===== config.mk =====
export PLATFORM = sky130hd
export DESIGN_NAME = sgdma_wr_engine
export DESIGN_NICKNAME = d
export VERILOG_FILES = /design/src/rtl/sgdma_pkg.sv /design/src/rtl/sgdma_desc_table.sv /design/src/rtl/sgdma_burst_calc.sv /design/src/rtl/sgdma_latency.sv /design/src/rtl/sgdma_wr_engine.sv
export SDC_FILE = /design/constraint.sdc
export NUM_CORES = 2
export LEC_CHECK = 0
export ABC_AREA = 1
export BUFFER_PORTS_ARGS = -buffer_cell sky130_fd_sc_hd__buf_2
export CAP_MARGIN = 20
export CORE_AREA = 2 2 433 263
export CTS_BUF_LIST = sky130_fd_sc_hd__clkbuf_4 sky130_fd_sc_hd__clkbuf_8 sky130_fd_sc_hd__clkbuf_16
export CTS_CLUSTER_DIAMETER = 30
export CTS_CLUSTER_SIZE = 40
export DETAILED_ROUTE_END_ITERATION = 10
export DIE_AREA = 0 0 435 265
export HOLD_SLACK_MARGIN = 0.08
export PLACE_DENSITY = 0.86
export SLEW_MARGIN = 0
export SYNTH_ARGS = -nofsm -noshare
export SYNTH_HDL_FRONTEND = slang
export SYNTH_SLANG_ARGS = --single-unit

===== constraint.sdc =====
create_clock -name clk -period 6.3 [get_ports clk]
set_input_delay 1.26 -clock clk [delete_from_list [all_inputs] [get_ports clk]]
set_output_delay 1.26 -clock clk [all_outputs]
set_load 0.05 [all_outputs]

===== src/rtl/sgdma_pkg.sv =====
package sgdma_pkg;
  typedef enum logic [2:0] {
    ST_IDLE,
    ST_LOAD,
    ST_FETCH,
    ST_PLAN,
    ST_DATA,
    ST_NOTE,
    ST_HOLD
  } sg_state_t;

  localparam int STAT_BUSY_BIT = 0;
  localparam int STAT_DONE_BIT = 1;
  localparam int STAT_IDX_LSB  = 8;
  localparam int NOTE_BYTES    = 8;
endpackage


===== src/rtl/sgdma_desc_table.sv =====
module sgdma_desc_table #(
  parameter int N  = 8,
  parameter int AW = 64,
  parameter int LW = 32,
  parameter int IW = 3
) (
  input  logic          clk,
  input  logic          we,
  input  logic          wsel,
  input  logic [IW-1:0] widx,
  input  logic [AW-1:0] wdata,
  input  logic [IW-1:0] ridx,
  output logic [AW-1:0] raddr_q,
  output logic [LW-1:0] rlen_q
);
  logic [AW-1:0] addr_mem [N];
  logic [LW-1:0] len_mem  [N];

  always_ff @(posedge clk) begin
    if (we && !wsel) addr_mem[widx] <= wdata;
    if (we && wsel)  len_mem[widx]  <= wdata[LW-1:0];
    raddr_q <= addr_mem[ridx];
    rlen_q  <= len_mem[ridx];
  end
endmodule


===== src/rtl/sgdma_burst_calc.sv =====
module sgdma_burst_calc #(
  parameter int LW          = 32,
  parameter int MAX_PAYLOAD = 256,
  parameter int PAGE_BYTES  = 4096,
  localparam int PG_LG      = $clog2(PAGE_BYTES)
) (
  input  logic [PG_LG-1:0] page_off,
  input  logic [LW-1:0]    rem,
  output logic [LW-1:0]    bytes
);
  localparam logic [LW-1:0] MAXP = LW'(MAX_PAYLOAD);
  localparam logic [LW-1:0] PAGE = LW'(PAGE_BYTES);

  logic [LW-1:0] to_page;

  always_comb begin
    to_page = PAGE - LW'(page_off);
    bytes = rem;
    if (bytes > MAXP)    bytes = MAXP;
    if (bytes > to_page) bytes = to_page;
  end
endmodule


===== src/rtl/sgdma_latency.sv =====
module sgdma_latency #(
  parameter int W = 32
) (
  input  logic         clk,
  input  logic         rst,
  input  logic         clear,
  input  logic         run,
  output logic [W-1:0] count
);
  always_ff @(posedge clk) begin
    if (rst)        count <= '0;
    else if (clear) count <= '0;
    else if (run)   count <= count + 1'b1;
  end

  assert_count_step_R9: assert property (@(posedge clk) disable iff (rst)
    (run && !clear) |=> (count == $past(count) + 1'b1));
endmodule


===== src/rtl/sgdma_wr_engine.sv =====
module sgdma_wr_engine
  import sgdma_pkg::*;
#(
  parameter int DATA_W      = 256,
  parameter int ADDR_W      = 64,
  parameter int LEN_W       = 32,
  parameter int N_DESC      = 8,
  parameter int MAX_PAYLOAD = 256,
  parameter int PAGE_BYTES  = 4096,
  parameter int REG_AW      = 8,
  parameter int REG_DW      = 64,
  parameter int LAT_W       = 32
) (
  input  logic              clk,
  input  logic              rst,
  input  logic              reg_wr_en,
  input  logic [REG_AW-1:0] reg_wr_addr,
  input  logic [REG_DW-1:0] reg_wr_data,
  input  logic [REG_AW-1:0] reg_rd_addr,
  output logic [REG_DW-1:0] reg_rd_data,
  input  logic              in_valid,
  input  logic [DATA_W-1:0] in_data,
  output logic              in_ready,
  output logic              req_valid,
  input  logic              req_ready,
  output logic [ADDR_W-1:0] req_addr,
  output logic [LEN_W-1:0]  req_bytes,
  output logic              req_sop,
  output logic              req_eop,
  output logic              req_notify,
  output logic [DATA_W-1:0] req_data
);
  localparam int BEAT_BYTES = DATA_W / 8;
  localparam int BEAT_LG    = $clog2(BEAT_BYTES);
  localparam int IDX_W      = (N_DESC > 1) ? $clog2(N_DESC) : 1;
  localparam int BEATS_W    = $clog2(MAX_PAYLOAD / BEAT_BYTES) + 1;
  localparam int PG_LG      = $clog2(PAGE_BYTES);
  localparam int TOT_W      = LEN_W + IDX_W;

  localparam logic [REG_AW-1:0] A_CTRL   = REG_AW'(0);
  localparam logic [REG_AW-1:0] A_LAST   = REG_AW'(1);
  localparam logic [REG_AW-1:0] A_NOTE   = REG_AW'(2);
  localparam logic [REG_AW-1:0] A_STATUS = REG_AW'(3);
  localparam logic [REG_AW-1:0] A_LAT    = REG_AW'(4);

  sg_state_t state;

  logic [IDX_W-1:0]   idx, last_idx;
  logic [ADDR_W-1:0]  note_addr, cur_addr, burst_addr;
  logic [LEN_W-1:0]   cur_rem, burst_bytes, calc_bytes;
  logic [TOT_W-1:0]   total;
  logic [BEATS_W-1:0] beats_left;
  logic               first_beat, done;
  logic [ADDR_W-1:0]  tbl_addr_q;
  logic [LEN_W-1:0]   tbl_len_q;
  logic [LAT_W-1:0]   lat;

  // Host command decode
  logic busy, is_table, tbl_we, cmd_start, cmd_stop, out_free, beat_fire;
  logic [IDX_W-1:0] wr_idx;

  assign busy      = (state != ST_IDLE);
  assign is_table  = reg_wr_addr[REG_AW-1];
  assign wr_idx    = reg_wr_addr[IDX_W:1];
  assign tbl_we    = reg_wr_en && is_table && !busy;
  assign cmd_start = reg_wr_en && (reg_wr_addr == A_CTRL) && reg_wr_data[0];
  assign cmd_stop  = reg_wr_en && (reg_wr_addr == A_CTRL) && reg_wr_data[1];

  // One output register stage; ready flows back to the input FIFO
  assign out_free  = !req_valid || req_ready;
  assign in_ready  = (state == ST_DATA) && out_free;
  assign beat_fire = in_valid && in_ready;

  sgdma_desc_table #(
    .N(N_DESC), .AW(ADDR_W), .LW(LEN_W), .IW(IDX_W)
  ) u_table (
    .clk     (clk),
    .we      (tbl_we),
    .wsel    (reg_wr_addr[0]),
    .widx    (wr_idx),
    .wdata   (reg_wr_data[ADDR_W-1:0]),
    .ridx    (idx),
    .raddr_q (tbl_addr_q),
    .rlen_q  (tbl_len_q)
  );

  sgdma_burst_calc #(
    .LW(LEN_W), .MAX_PAYLOAD(MAX_PAYLOAD), .PAGE_BYTES(PAGE_BYTES)
  ) u_calc (
    .page_off (cur_addr[PG_LG-1:0]),
    .rem      (cur_rem),
    .bytes    (calc_bytes)
  );

  sgdma_latency #(.W(LAT_W)) u_lat (
    .clk   (clk),
    .rst   (rst),
    .clear (cmd_start && !busy),
    .run   (busy),
    .count (lat)
  );

  always_ff @(posedge clk) begin
    if (rst) begin
      state       <= ST_IDLE;
      idx         <= '0;
      last_idx    <= '0;
      note_addr   <= '0;
      cur_addr    <= '0;
      cur_rem     <= '0;
      burst_addr  <= '0;
      burst_bytes <= '0;
      total       <= '0;
      beats_left  <= '0;
      first_beat  <= 1'b0;
      done        <= 1'b0;
      req_valid   <= 1'b0;
      req_addr    <= '0;
      req_bytes   <= '0;
      req_sop     <= 1'b0;
      req_eop     <= 1'b0;
      req_notify  <= 1'b0;
      req_data    <= '0;
    end else begin
      if (req_valid && req_ready) req_valid <= 1'b0;

      if (reg_wr_en && !busy && reg_wr_addr == A_LAST) last_idx  <= reg_wr_data[IDX_W-1:0];
      if (reg_wr_en && !busy && reg_wr_addr == A_NOTE) note_addr <= reg_wr_data[ADDR_W-1:0];

      case (state)
        ST_IDLE: if (cmd_start) begin
          state <= ST_LOAD;
          idx   <= '0;
          total <= '0;
          done  <= 1'b0;
        end
        ST_LOAD: state <= ST_FETCH;
        ST_FETCH: begin
          cur_addr <= tbl_addr_q & ~ADDR_W'(BEAT_BYTES - 1);
          cur_rem  <= tbl_len_q & ~LEN_W'(BEAT_BYTES - 1);
          state    <= ST_PLAN;
        end
        ST_PLAN: begin
          if (cur_rem == '0) begin
            if (idx == last_idx) begin
              idx   <= '0;
              state <= ST_NOTE;
            end else begin
              idx   <= idx + 1'b1;
              state <= ST_LOAD;
            end
          end else begin
            burst_addr  <= cur_addr;
            burst_bytes <= calc_bytes;
            cur_addr    <= cur_addr + ADDR_W'(calc_bytes);
            cur_rem     <= cur_rem - calc_bytes;
            total       <= total + TOT_W'(calc_bytes);
            beats_left  <= BEATS_W'(calc_bytes >> BEAT_LG);
            first_beat  <= 1'b1;
            state       <= ST_DATA;
          end
        end
        ST_DATA: if (beat_fire) begin
          req_valid  <= 1'b1;
          req_data   <= in_data;
          req_addr   <= burst_addr;
          req_bytes  <= burst_bytes;
          req_sop    <= first_beat;
          req_eop    <= (beats_left == BEATS_W'(1));
          req_notify <= 1'b0;
          first_beat <= 1'b0;
          beats_left <= beats_left - 1'b1;
          if (beats_left == BEATS_W'(1)) state <= ST_PLAN;
        end
        ST_NOTE: if (out_free) begin
          req_valid  <= 1'b1;
          req_data   <= DATA_W'(total);
          req_addr   <= note_addr;
          req_bytes  <= LEN_W'(NOTE_BYTES);
          req_sop    <= 1'b1;
          req_eop    <= 1'b1;
          req_notify <= 1'b1;
          state      <= ST_HOLD;
        end
        ST_HOLD: if (req_valid && req_ready && req_notify) done <= 1'b1;
        default: state <= ST_IDLE;
      endcase

      if (cmd_stop && busy) state <= ST_IDLE;
    end
  end

  // Register read-back, one cycle latency
  logic [REG_DW-1:0] status_word;
  always_comb begin
    status_word = '0;
    status_word[STAT_BUSY_BIT] = busy;
    status_word[STAT_DONE_BIT] = done;
    status_word[STAT_IDX_LSB +: IDX_W] = idx;
  end

  always_ff @(posedge clk) begin
    if (rst) reg_rd_data <= '0;
    else begin
      case (reg_rd_addr)
        A_STATUS: reg_rd_data <= status_word;
        A_LAT:    reg_rd_data <= REG_DW'(lat);
        default:  reg_rd_data <= '0;
      endcase
    end
  end

  assert_hold_beat_R5: assert property (@(posedge clk) disable iff (rst)
    (req_valid && !req_ready) |=> (req_valid && $stable(req_data) &&
                                   $stable(req_addr) && $stable(req_notify)));

  assert_burst_bound_R3: assert property (@(posedge clk) disable iff (rst)
    (req_valid && req_sop && !req_notify) |->
      (req_bytes != '0 && req_bytes <= LEN_W'(MAX_PAYLOAD) &&
       (LEN_W'(req_addr[PG_LG-1:0]) + req_bytes) <= LEN_W'(PAGE_BYTES)));

  assert_start_only_R2: assert property (@(posedge clk) disable iff (rst)
    $rose(busy) |-> $past(cmd_start));

  assert_idx_in_range_R4: assert property (@(posedge clk) disable iff (rst)
    busy |-> (idx <= last_idx));

  assert_frozen_cfg_R8: assert property (@(posedge clk) disable iff (rst)
    (busy && $past(busy)) |-> ($stable(last_idx) && $stable(note_addr)));
endmodule


==> impl_metrics.env <==
export IMPL_relSlewSlack_pct=22.3
export IMPL_vias_per_cell=6.01
export IMPL_yosysSeqAreaShare_pct=57.5
export IMPL_setup_tns_ps=0
export IMPL_synth_edf_count=688
export IMPL_pwr_share_clk_pct=36.5
export IMPL_skew_ps=47.2
export IMPL_num_fill_cells=8586
export IMPL_required_ps=6920
export IMPL_outcome="complete, no violations"
export IMPL_hp_class="reg2reg"
export IMPL_fin_area_um2=75500
export IMPL_grt_pass1_wl_um=336000
export IMPL_cts_path_max_buffers=3
export IMPL_crit_path_end_kind="flop"
export IMPL_drive_gt1_share_pct=15.1
export IMPL_dieWidth_um=435
export IMPL_layout_commonest_cell="nand2_1"
export IMPL_ios=762
export IMPL_drtIter0Drc=8695
export IMPL_syn_area_um2=64200
export IMPL_root_buffer="clkbuf_16"
export IMPL_clkTransAtPathRegs_ps=60
export IMPL_synth_ff_type="dfxtp_1"
export IMPL_postCtsHoldBufs=0
export IMPL_path_common_cell="nand2_1"
export IMPL_rsz0062_at_grt="no"
export IMPL_ant_nets=0
export IMPL_p_switching_mw=11.3
export IMPL_cts_sinks=1500
export IMPL_cp_max_fo=12
export IMPL_hold_violations=0
export IMPL_grt_antenna_before_repair=27
export IMPL_grt_start_max_net_pins=191
export IMPL_intPower_mw=19.1
export IMPL_synthCells=7385
export IMPL_final_cell_mix="1455 x nand2_1, 1032 x nor2_1, 809 x dfxtp_1, 740 x o21ai_0, 728 x buf_2"
export IMPL_dr_total_vias=58300
export IMPL_yosysTopAreaCellShare_pct=32.2
export IMPL_cts_buffers=180
export IMPL_gp_congestion=1.01
export IMPL_worstMarginPinSlew_ps=1170
export IMPL_synth_avg_cell_area_um2=8.70
export IMPL_leakage_nw=30.3
export IMPL_vdd_ir_drop_max_v=0.000343
export IMPL_p_seq_share_pct=37.3
export IMPL_worstHoldStart="burst_bytes[8]$_SDFFE_PP0P_"
export IMPL_path_class="reg2reg"
export IMPL_cp_num_buf_inv=2
export IMPL_power_frac_comb_pct=26.2
export IMPL_start_kind="flop"
export IMPL_drt_wl_total_um=232000
export IMPL_cap_viol_max_count=0
export IMPL_rr_startpoint="cur_addr[0]$_SDFFE_PP0P_"
export IMPL_critPathLaunch="cur_addr[0]$_SDFFE_PP0P_"
export IMPL_coreArea_um2=111000
export IMPL_row_count=95
export IMPL_htree_levels=4
export IMPL_ys_seq_elements=1500
export IMPL_ys_top_cells_by_area="edfxtp_1 32%, dfxtp_1 25%, nand2_1 8.5%"
export IMPL_yosysTopAreaCell="edfxtp_1"
export IMPL_critical_path_arrival_ps=6400
export IMPL_synth_distinct_cells=53
export IMPL_overflow=0
export IMPL_cp_top_family="simple AND/OR/NAND/NOR gates"
export IMPL_p_sw_share_pct=37.0
export IMPL_dieHeight_um=265
export IMPL_dieArea_um2=115000
export IMPL_fin_crit_ps=5780
export IMPL_start_util_pct=57.7
export IMPL_yosysWarningCount=0
export IMPL_critPathMaxStageDelay_ps=880
export IMPL_cts_tree="yes"
export IMPL_layout_setup_ws_ps=524
export IMPL_fin_crit_sh_pct=91.7
export IMPL_syn_to_final_growth_pct=17.6
export IMPL_crit_slowest_cell="o21ai_0"
export IMPL_grt_pass1_vias=52800
export IMPL_finalSetupViolCount=0
export IMPL_whs_ps=441
export IMPL_placed_area_um2=69000
export IMPL_post_place_ws_ps=437
export IMPL_wl_per_cell_um=23.9
export IMPL_worstSkewPairLatency_ps=830
export IMPL_dp_cells=9344
export IMPL_layout_cells_non_filler=9705
export IMPL_synthArstFlopShare_pct=0
export IMPL_layout_nets=8482
export IMPL_drcViolationCount=0
export IMPL_grt_usage_pct=38.6
export IMPL_final_max_slew_viol_count=0
export IMPL_max_freq_ghz=0.173
export IMPL_p_per_area_nw_per_um2=403
export IMPL_dpl_hpwl_um=158000
export IMPL_drtPass1Iterations=7
export IMPL_portBuffers=729
through the flow:
stage          total power [mW]  utilization [%]
3_3_place_gp               19.1             62.0
5_1_grt                    31.5             67.9
3_5_place_dp               19.1             62.0
6_report                   30.4             67.9
2_1_floorplan              16.5                -
4_1_cts                    30.1             67.8
synthesized netlist by cell type (6+ instances only):
cell	number
nand2_1	1456
nand2_2	7
ha_1	114
a31oi_1	194
clkbuf_1	298
nor4_1	10
a211oi_1	8
o22ai_1	90
o211ai_1	8
buf_1	23
inv_2	10
buf_6	6
nand3b_1	7
dfxtp_1	812
xor2_1	54
buf_2	74
nor2_1	1049
nand3_1	310
o21ai_0	741
o21bai_1	17
a21boi_0	6
or2_2	29
buf_4	38
o21ai_1	15
nand4_1	47
a21oi_1	662
nor3_1	80
edfxtp_1	688
xnor2_1	12
inv_1	482
power by group through the flow:
| stage | clock, mW | sequential (mW) | combinational, mW |
|---|---|---|---|
| floorplan | 0 | 11.9 | 4.63 |
| global placement | 0 | 11.5 | 7.63 |
| detailed placement | 0 | 11.5 | 7.64 |
| CTS | 11.1 | 11.3 | 7.69 |
| global route | 11.5 | 11.4 | 8.58 |
| finish | 11.1 | 11.4 | 7.96 |
worst paths after layout:
kind	endpoint	slack, ps	depth (start not counted)
hold reg to reg	req_bytes[8]$_SDFFE_PP0P_	440	2
setup / recovery	cur_addr[34]$_SDFFE_PP0P_	520	31
hold / removal	req_bytes[8]$_SDFFE_PP0P_	440	2
setup reg to reg	cur_addr[34]$_SDFFE_PP0P_	520	31
worst register-to-register path: cells and delay by family (launching register included):
kind / cells / cell delay, ps
flops: 1 / 340
simple gates: 22 / 3100
compound gates: 4 / 1230
fa+ha+maj: 3 / 790
buf+inv: 2 / 190
kinds of logic after synthesis:
logic type      Yosys count  synth area share [%]
fa+ha+maj               117                  2.31
simple gates           3014                  19.0
other cells               2                0.0117
compound gates         1755                  14.5
flops                  1500                  57.5
buf+inv                 931                  5.88
xor+xnor                 66                 0.900
layout make-up:
type,instances,area (um^2),share of cell area (%)
Inverter,492,1880,2.48
Multi-Input combinational cell,5044,24000,31.8
Sequential cell,1500,36900,48.9
Timing Repair Buffer,806,4310,5.71
Antenna cell,20,50.0,0.0663
Clock buffer,201,4820,6.38
Clock inverter,139,1670,2.22
Tap cell,1503,1880,2.49
state kept, by name, indices dropped and copies added (netlist names), 3 cells and up:
name	cells
u_table.addr_mem	472
u_table.rlen_q	27
reg_rd_data	32
note_addr	64
burst_addr	64
req_bytes	32
total	35
state	3
req_data	256
last_idx	3
u_table.len_mem	216
idx	3
cur_addr	64
req_addr	64
burst_bytes	32
u_lat.count	32
beats_left	4
cur_rem	32
u_table.raddr_q	59
layer usage:
layer / vias up / GRT usage (%) / wire length (um)
li1: 26200 / - / -
met1: 27600 / 56.9 / 95900
met2: 3994 / 51.7 / 92300
met3: 556 / 12.5 / 33000
met4: 20 / 16.1 / 10000
met5: - / 2.61 / 509
what timing repair did:
item                                    4_1_cts  5_1_grt
buffers inserted                              0        0
resized for setup                             0        1
endpoints found under the setup margin        0        8
Power figures use the tool's default switching activity.
